==> config.mk <==
export PLATFORM = sky130hd
export DESIGN_NAME = cnt_perm_check
export DESIGN_NICKNAME = d
export VERILOG_FILES = /design/src/rtl/cnt_perm_pkg.sv /design/src/rtl/cnt_addr_decode.sv /design/src/rtl/cnt_mask_select.sv /design/src/rtl/cnt_fault_resolve.sv /design/src/rtl/cnt_perm_check.sv
export SDC_FILE = /design/constraint.sdc
export NUM_CORES = 1
export LEC_CHECK = 0
export CAP_MARGIN = 0
export CORE_ASPECT_RATIO = 1.2
export CORE_MARGIN = 2
export CORE_UTILIZATION = 28
export CTS_BUF_LIST = sky130_fd_sc_hd__clkbuf_4 sky130_fd_sc_hd__clkbuf_8
export DETAILED_ROUTE_END_ITERATION = 8
export PLACE_DENSITY = 0.91
export SYNTH_ARGS = -nofsm -noshare
export SYNTH_HDL_FRONTEND = slang
export SYNTH_SLANG_ARGS = --single-unit
==> constraint.sdc <==
create_clock -name clk -period 3.3 [get_ports clk]
set_input_delay 0.825 -clock clk [delete_from_list [all_inputs] [get_ports clk]]
set_output_delay 0.825 -clock clk [all_outputs]
set_load 0.01 [all_outputs]
==> src/rtl/cnt_perm_pkg.sv <==
package cnt_perm_pkg;

    typedef enum logic [1:0] {
        FLT_NONE    = 2'b00,
        FLT_ILLEGAL = 2'b01,
        FLT_VIRT    = 2'b10
    } fault_e;

    localparam logic [1:0] PRIV_USER    = 2'b00;
    localparam logic [1:0] PRIV_MACHINE = 2'b11;

    localparam int NUM_LAYERS = 3;
    localparam int LAY_MACH   = 0;
    localparam int LAY_HYP    = 1;
    localparam int LAY_SUP    = 2;

    typedef struct packed {
        fault_e fault;
        logic   not_counter;
    } chk_state_t;

endpackage

==> src/rtl/cnt_addr_decode.sv <==
module cnt_addr_decode #(
    parameter int              ADDR_W  = 12,
    parameter int              CNT_NUM = 32,
    parameter logic [ADDR_W-1:0] LO_BASE = 12'hC00,
    parameter logic [ADDR_W-1:0] HI_BASE = 12'hC80,
    parameter int              IDX_W   = $clog2(CNT_NUM)
) (
    input  logic [ADDR_W-1:0] addr,
    input  logic              xlen32,
    output logic              hit,
    output logic [IDX_W-1:0]  idx
);
    localparam logic [ADDR_W-1:0] LO_END = LO_BASE + ADDR_W'(CNT_NUM - 1);
    localparam logic [ADDR_W-1:0] HI_END = HI_BASE + ADDR_W'(CNT_NUM - 1);

    logic lo_hit;
    logic hi_hit;

    always_comb begin
        lo_hit = (addr >= LO_BASE) && (addr <= LO_END);
        hi_hit = xlen32 && (addr >= HI_BASE) && (addr <= HI_END);
        hit    = lo_hit || hi_hit;
        if (lo_hit) begin
            idx = IDX_W'(addr - LO_BASE);
        end else begin
            idx = IDX_W'(addr - HI_BASE);
        end
    end
endmodule

==> src/rtl/cnt_mask_select.sv <==
module cnt_mask_select #(
    parameter int CNT_NUM    = 32,
    parameter int NUM_LAYERS = 3,
    parameter int IDX_W      = $clog2(CNT_NUM)
) (
    input  logic [NUM_LAYERS-1:0][CNT_NUM-1:0] masks,
    input  logic [IDX_W-1:0]                   idx,
    output logic [NUM_LAYERS-1:0]              bit_set
);
    for (genvar g = 0; g < NUM_LAYERS; g++) begin : g_layer
        assign bit_set[g] = masks[g][idx];
    end
endmodule

==> src/rtl/cnt_fault_resolve.sv <==
module cnt_fault_resolve
    import cnt_perm_pkg::*;
(
    input  logic                  has_counters,
    input  logic [1:0]            priv,
    input  logic                  virt_on,
    input  logic                  has_smode,
    input  logic [NUM_LAYERS-1:0] bit_set,
    output fault_e                fault
);
    logic below_mach;
    logic is_user;

    always_comb begin
        below_mach = (priv != PRIV_MACHINE);
        is_user    = (priv == PRIV_USER);
        fault      = FLT_NONE;
        if (!has_counters) begin
            fault = FLT_ILLEGAL;
        end else if (below_mach) begin
            if (!bit_set[LAY_MACH]) begin
                fault = FLT_ILLEGAL;
            end else if (virt_on && !bit_set[LAY_HYP]) begin
                fault = FLT_VIRT;
            end else if (has_smode && is_user && !bit_set[LAY_SUP]) begin
                fault = virt_on ? FLT_VIRT : FLT_ILLEGAL;
            end
        end
    end
endmodule

==> src/rtl/cnt_perm_check.sv <==
module cnt_perm_check
    import cnt_perm_pkg::*;
#(
    parameter int                ADDR_W  = 12,
    parameter int                CNT_NUM = 32,
    parameter logic [ADDR_W-1:0] LO_BASE = 12'hC00,
    parameter logic [ADDR_W-1:0] HI_BASE = 12'hC80
) (
    input  logic               clk,
    input  logic               rst_n,
    input  logic [ADDR_W-1:0]  csr_addr,
    input  logic [1:0]         priv,
    input  logic               virt_on,
    input  logic               xlen32,
    input  logic               has_smode,
    input  logic               has_counters,
    input  logic [CNT_NUM-1:0] men,
    input  logic [CNT_NUM-1:0] hen,
    input  logic [CNT_NUM-1:0] sen,
    output logic [1:0]         fault,
    output logic               not_counter
);
    localparam int IDX_W = $clog2(CNT_NUM);

    logic                              hit;
    logic [IDX_W-1:0]                  idx;
    logic [NUM_LAYERS-1:0][CNT_NUM-1:0] masks;
    logic [NUM_LAYERS-1:0]             bit_set;
    fault_e                            fault_w;
    chk_state_t                        state_d;
    chk_state_t                        state_q;

    always_comb begin
        masks           = '0;
        masks[LAY_MACH] = men;
        masks[LAY_HYP]  = hen;
        masks[LAY_SUP]  = sen;
    end

    cnt_addr_decode #(
        .ADDR_W (ADDR_W),
        .CNT_NUM(CNT_NUM),
        .LO_BASE(LO_BASE),
        .HI_BASE(HI_BASE),
        .IDX_W  (IDX_W)
    ) u_decode (
        .addr  (csr_addr),
        .xlen32(xlen32),
        .hit   (hit),
        .idx   (idx)
    );

    cnt_mask_select #(
        .CNT_NUM   (CNT_NUM),
        .NUM_LAYERS(NUM_LAYERS),
        .IDX_W     (IDX_W)
    ) u_select (
        .masks  (masks),
        .idx    (idx),
        .bit_set(bit_set)
    );

    cnt_fault_resolve u_resolve (
        .has_counters(has_counters),
        .priv        (priv),
        .virt_on     (virt_on),
        .has_smode   (has_smode),
        .bit_set     (bit_set),
        .fault       (fault_w)
    );

    always_comb begin
        state_d             = state_q;
        state_d.not_counter = !hit;
        state_d.fault       = hit ? fault_w : FLT_NONE;
    end

    always_ff @(posedge clk) begin
        if (!rst_n) begin
            state_q <= '{fault: FLT_NONE, not_counter: 1'b0};
        end else begin
            state_q <= state_d;
        end
    end

    assign fault       = state_q.fault;
    assign not_counter = state_q.not_counter;
endmodule

Word-level counts from Yosys, hierarchy flattened
Index checks and enable logic that the tools add are counted.
{ "op_classes": {"add_sub_neg": 2, "magnitude_cmp": 5, "n_eq_ne": 1, "mux": 13, "reduce_logical": 13} }
{ "ops": {"columns": ["op", "n"], "rows": [
  ["$ge 12x12->1 const B", 2],
  ["$le 12x12->1 const B", 2],
  ["$bmux 1 s5", 3],
  ["$sub 5x1->5 const B", 2],
  ["$logic_and 1x1->1", 6],
  ["$lt 5x6->1 const B", 1],
  ["$mux 1", 6],
  ["$mux 2", 3],
  ["$mux 5", 1],
  ["$reduce_and 5->1", 1],
  ["$logic_not 1->1", 3],
  ["$logic_not 2->1", 1],
  ["$ne 2x2->1 const B", 1],
  ["$reduce_and 2->1", 1],
  ["$logic_or 1x1->1", 1]
]} }
{ "totals": {"reg_bits": 3, "input_bits": 116, "out_inout_bits": 3} }

Depth between registers and ports, before layout
Gate-level depths: netlist of run 1.
{ "depth": {"depth_word": 12, "mapped_depth": 8, "mapped_depth_nobuf": 6} }

Modules after synthesis
Synthesis of run 1 repeated with hierarchy kept, for this count alone.
{ "unflattened": {"cells_unflattened": 60, "hier_area_um2": 960.9} }
{ "by_module_without_submodules": {"columns": ["module", "n_inst", "cells_each", "area_per_inst_um2", "seq_area_each_um2"], "rows": [
  ["cnt_mask_select", 1, 40, 752.0, 0.0],
  ["cnt_perm_check", 1, 6, 83.8, 60.1],
  ["cnt_addr_decode", 1, 8, 67.6, 0.0],
  ["cnt_fault_resolve", 1, 6, 57.6, 0.0]
]} }

Worst setup path after synthesis of run 1
Ideal clock, no wire load.
{ "synth_path": {"path_kind": "in2reg", "startpoint": "input csr_addr[1]", "endpoint": "register state_q, in the netlist fault[1]", "setup_ns": 0.100, "t_arrival_ns": 2.676, "t_required_ns": 3.200, "setup_slack_ns": 0.524, "cell_stages": 6, "n_path_buf": 2, "cell_sequence": "clkbuf_1 -> buf_2 -> mux4_2 -> mux4_2 -> mux2_4 -> a2111oi_4"} }
{ "synth_via": {"elab_chain_len": 9, "word_cells_on_any_way": 24, "classes_between": "add/sub: 2; order compare: 4; mux: 9; reduce/logical: 9"} }
{ "synth_rtl": {"columns": ["item", "line_no", "source"], "rows": [
  ["from (decl)", "cnt_perm_check.sv:11", "input logic [ADDR_W-1:0] csr_addr,"],
  ["$ge 12x12->1 or $le 12x12->1 (tied branches)", "cnt_addr_decode.sv:20", "lo_hit = (addr >= LO_BASE) && (addr <= LO_END);"],
  ["$logic_and 1x1->1", "cnt_addr_decode.sv:20", null],
  ["$mux 5", "cnt_addr_decode.sv:23", "if (lo_hit) begin"],
  ["$bmux 1 s5", "cnt_mask_select.sv:11", "assign bit_set[g] = masks[g][idx];"],
  ["$mux 1 (not written as such)", "cnt_mask_select.sv:11", null],
  ["$logic_not 1->1", "cnt_fault_resolve.sv:25", "end else if (has_smode && is_user && !bit_set[LAY_SUP]) begin"],
  ["$logic_and 1x1->1", "cnt_fault_resolve.sv:25", null],
  ["$mux 2", "cnt_fault_resolve.sv:25", null],
  ["$mux 2", "cnt_fault_resolve.sv:23", "end else if (virt_on && !bit_set[LAY_HYP]) begin"],
  ["to (signal assigned)", "cnt_perm_check.sv:80", "state_q <= '{fault: FLT_NONE, not_counter: 1'b0};"],
  ["to (signal assigned)", "cnt_perm_check.sv:82", "state_q <= state_d;"],
  ["to (decl)", "cnt_perm_check.sv:31", "chk_state_t state_q;"]
]} }
Several ways; a longest one is shown, not always the timed one. The select of a mux whose other input is x is not followed.
A chain may end at the register's enable or synchronous reset.

Worst setup path after layout of run 1
{ "layout_path": {"startpoint": "input csr_addr[0]", "endpoint": "register state_q, in the netlist fault[1]"} }
The elaborated chain is that of the path after synthesis.

==> results by group, run 1 <==
Clock tree
  • CTS root buffer: clkbuf_8
  • CTS tree: done
  • Clock Path Buffers: 2
  • Hold-fix buffers, CTS: 0
  • H-Tree Depth: 1
  • CTS Buf Count: 3
  • Post-CTS Setup Bufs: 0
  • Clock-pin slew on the worst setup and hold paths: 30 ps
  • Num Clock Sinks: 3
  • Post-cts sizing count: 0

Die
  • Num rows: 24
  • Initial core utilization: 28.96%
  • I/O pins: 119
  • Die area: 0.004200 mm^2
  • Die Y-Extent: 70.60 um
  • Core area: 0.003573 mm^2
  • Chip width: 59.50 um

Critical path
  • CP top delay family: multiplexers
  • Critical path peak fanout: 17
  • Worst Setup End Kind: flop
  • Worst path cell trace: clkdlybuf4s50_1, buf_12, mux4_1, mux4_2, mux2_4, a2111oi_4
  • Crit path DAT: 3170 ps
  • CP bufs+invs: 2
  • Critical path required time: 3410 ps
  • Critical path's largest stage delay: 560 ps
  • CP Class: primary input to flop
  • Slowest CP cell: mux4_1
  • Critical path launch point type: primary input

Final layout
  • Register area: 60.06 um^2
  • Fin nets: 327
  • Area Overhead vs Synth: 122.6%
  • Antenna Cells: 0
  • FILL cells: 294
  • Multi-input logic area: 915.9 um^2
  • Layout Cells excl Fill: 249
  • Fraction of layout cells with a size suffix above 1: 15.71%

Synth
  • Synth Cell Area: 0.001035 mm^2
  • Warnings from Yosys: 0
  • Synth cell types: 32
  • Post-synth top area share: 23.94%
  • Synth Flop Type: dfxtp_1
  • Seq/Total Area, Yosys: 5.804%
  • Mean Syn Cell Area: 11.25 um^2
  • Syn Inst Count: 92
  • Largest cells by area after synthesis: mux4_2 (24%), mux4_1 (18%), mux2_2 (11%)
  • Syn nets: 208
  • Ys async rst share: 0%
  • Yosys reg bits: 3
  • Post-synth EDFFs: 0
  • Synth area leader: mux4_2

Hold path
  • Hold crit path type: primary input to flop

GRT
  • Number of global-route vias before repair: 1,346
  • First-pass GRT wire length: 5775 um
  • Initial antenna violation count: 0
  • Largest net degree at the start of global routing: 18
  • Overall routing resource usage: 17.69%
  • Grt ovf: 0

Timing
  • Period minus WS final: 3053 ps
  • Hold Vio Cnt, Final: 0
  • Slew Limit Fails: 0
  • RSZ-0062 raised after global routing: false
  • Setup TNS Final: 0 ps
  • Worst rel slew slack: 72.25%
  • Worst-Margin Slew: 414.9 ps
  • Fin crit share: 92.52%
  • F_max: 0.3275 GHz
  • Final setup viols: 0

Run
  • Max cap viols: 0

Placement
  • Dpl hpwl: 3319 um
  • GPL Wtd Cong: 0.7482
  • Buffers on Ports: 118
  • Dpl cells: 245

Pwr
  • Cell leakage power: 0.8417 nW
  • Peak supply drop: 0.1109 mV
  • Pwr Density: 175.4 mW/mm^2
  • PnR Total Power: 0.4040 mW

Drt
  • Number of DRC markers in iteration 0: 42
  • Remaining DRCs: 0
  • DR WL/cell: 15.26 um
  • Final wirelength: 3799 um
  • Drt first pass iters: 3
  • Via count: 1,312
  • Post-DRT Antenna Nets: 0
  • Via/cell ratio: 5.269

Status
  • Outcome: finished clean
==> metal layers <==
metal,vias to the layer above,track usage (%),part of all wire [%]
met4,0,2.963,1.5
met5,-,0,0
met1,601,18.39,33
met3,6,4.022,9.2
met2,76,35.04,56
li1,629,-,-
==> final cells by class <==
class,count,share of cell area (%)
inverter,1,0.1630
sequential,3,2.607
clock buffer,4,2.118
timing repair buffer,123,53.23
tap,39,2.118
multi-input combinational,79,39.76
==> cell usage after synthesis, types with 2 or more instances <==
cell type,count
mux4_2,11
mux2_2,10
mux2i_1,7
mux4_1,7
nor2b_1,5
o22ai_1,5
a211oi_1,4
clkbuf_1,4
nand2_1,4
dfxtp_1,3
nand3_1,3
nor2_1,3
a21oi_1,2
buf_2,2
nand2b_1,2
nand3b_1,2
nor3_1,2
nor4b_1,2
==> through the flow <==
| step | utilization (%) | area, um^2 | hold WS [ps] | setup slack (ps) |
|---|---|---|---|---|
| final | 64.46 | 2303 | 1225 | 246.9 |
| after global routing | 64.46 | 2303 | 1229 | 167.8 |
| after CTS | 64.46 | 2303 | 1231 | 233.0 |
| after detailed placement | 63.10 | 2255 | 1428 | 23.25 |
| after global placement | 63.10 | 2255 | 1432 | 66.41 |
| after floorplan | - | 1035 | 939.3 | 524.0 |
==> cells by family after synthesis <==
kind of cell           count (synthesis)  synth area share (%)
and+or+nand+nor                       26                 14.51
buffers and inverters                 10                 5.682
AOI/OAI and AO/OA                     17                 13.18
muxes                                 36                 60.82
DFF                                    3                 5.804
==> report_power, final <==
part / internal, mW / leakage [nW] / switching (mW)
sequential: 0.0373 / 0.0245 / 0.000229
combinational: 0.187 / 0.791 / 0.0665
clock: 0.0904 / 0.0262 / 0.0223
==> placed cells by master, fill, tap and decap left out, types with 2 or more instances in the layout <==
| cell type | count |
|---|---|
| a21oi_1 | 2 |
| nor3_1 | 2 |
| o22ai_1 | 5 |
| nand3b_1 | 2 |
| a211oi_1 | 4 |
| buf_4 | 4 |
| mux4_1 | 7 |
| clkdlybuf4s50_1 | 117 |
| nor4b_1 | 2 |
| nor2_1 | 3 |
| mux2i_1 | 7 |
| dfxtp_1 | 3 |
| nor2b_1 | 5 |
| mux4_2 | 11 |
| mux2_2 | 10 |
| clkbuf_8 | 3 |
| nand2_1 | 4 |
| nand2b_1 | 2 |
| nand3_1 | 3 |
==> registers in the layout (all words and copies together) (netlist names) <==
name	count
fault	2
not_counter	1
==> path summary, 6_finish.rpt <==
check | start | end | slack, ps | cells past startpoint
setup / recovery | csr_addr[0] | fault[1] | 250 | 6
hold / removal | rst_n | not_counter | 1220 | 2
Power figures use the tool's default switching activity.
==> inputs of run 2 (changes only) <==
--- a/config.mk
+++ b/config.mk
@@ -10,6 +10,7 @@
 export CORE_MARGIN = 2
 export CORE_UTILIZATION = 28
 export CTS_BUF_LIST = sky130_fd_sc_hd__clkbuf_4 sky130_fd_sc_hd__clkbuf_8
+export CTS_CLUSTER_DIAMETER = 40
 export DETAILED_ROUTE_END_ITERATION = 8
 export PLACE_DENSITY = 0.91
 export SYNTH_ARGS = -nofsm -noshare
==> results of run 2 <==
No change in the layout: final DEF, timing and power equal those of run 1.
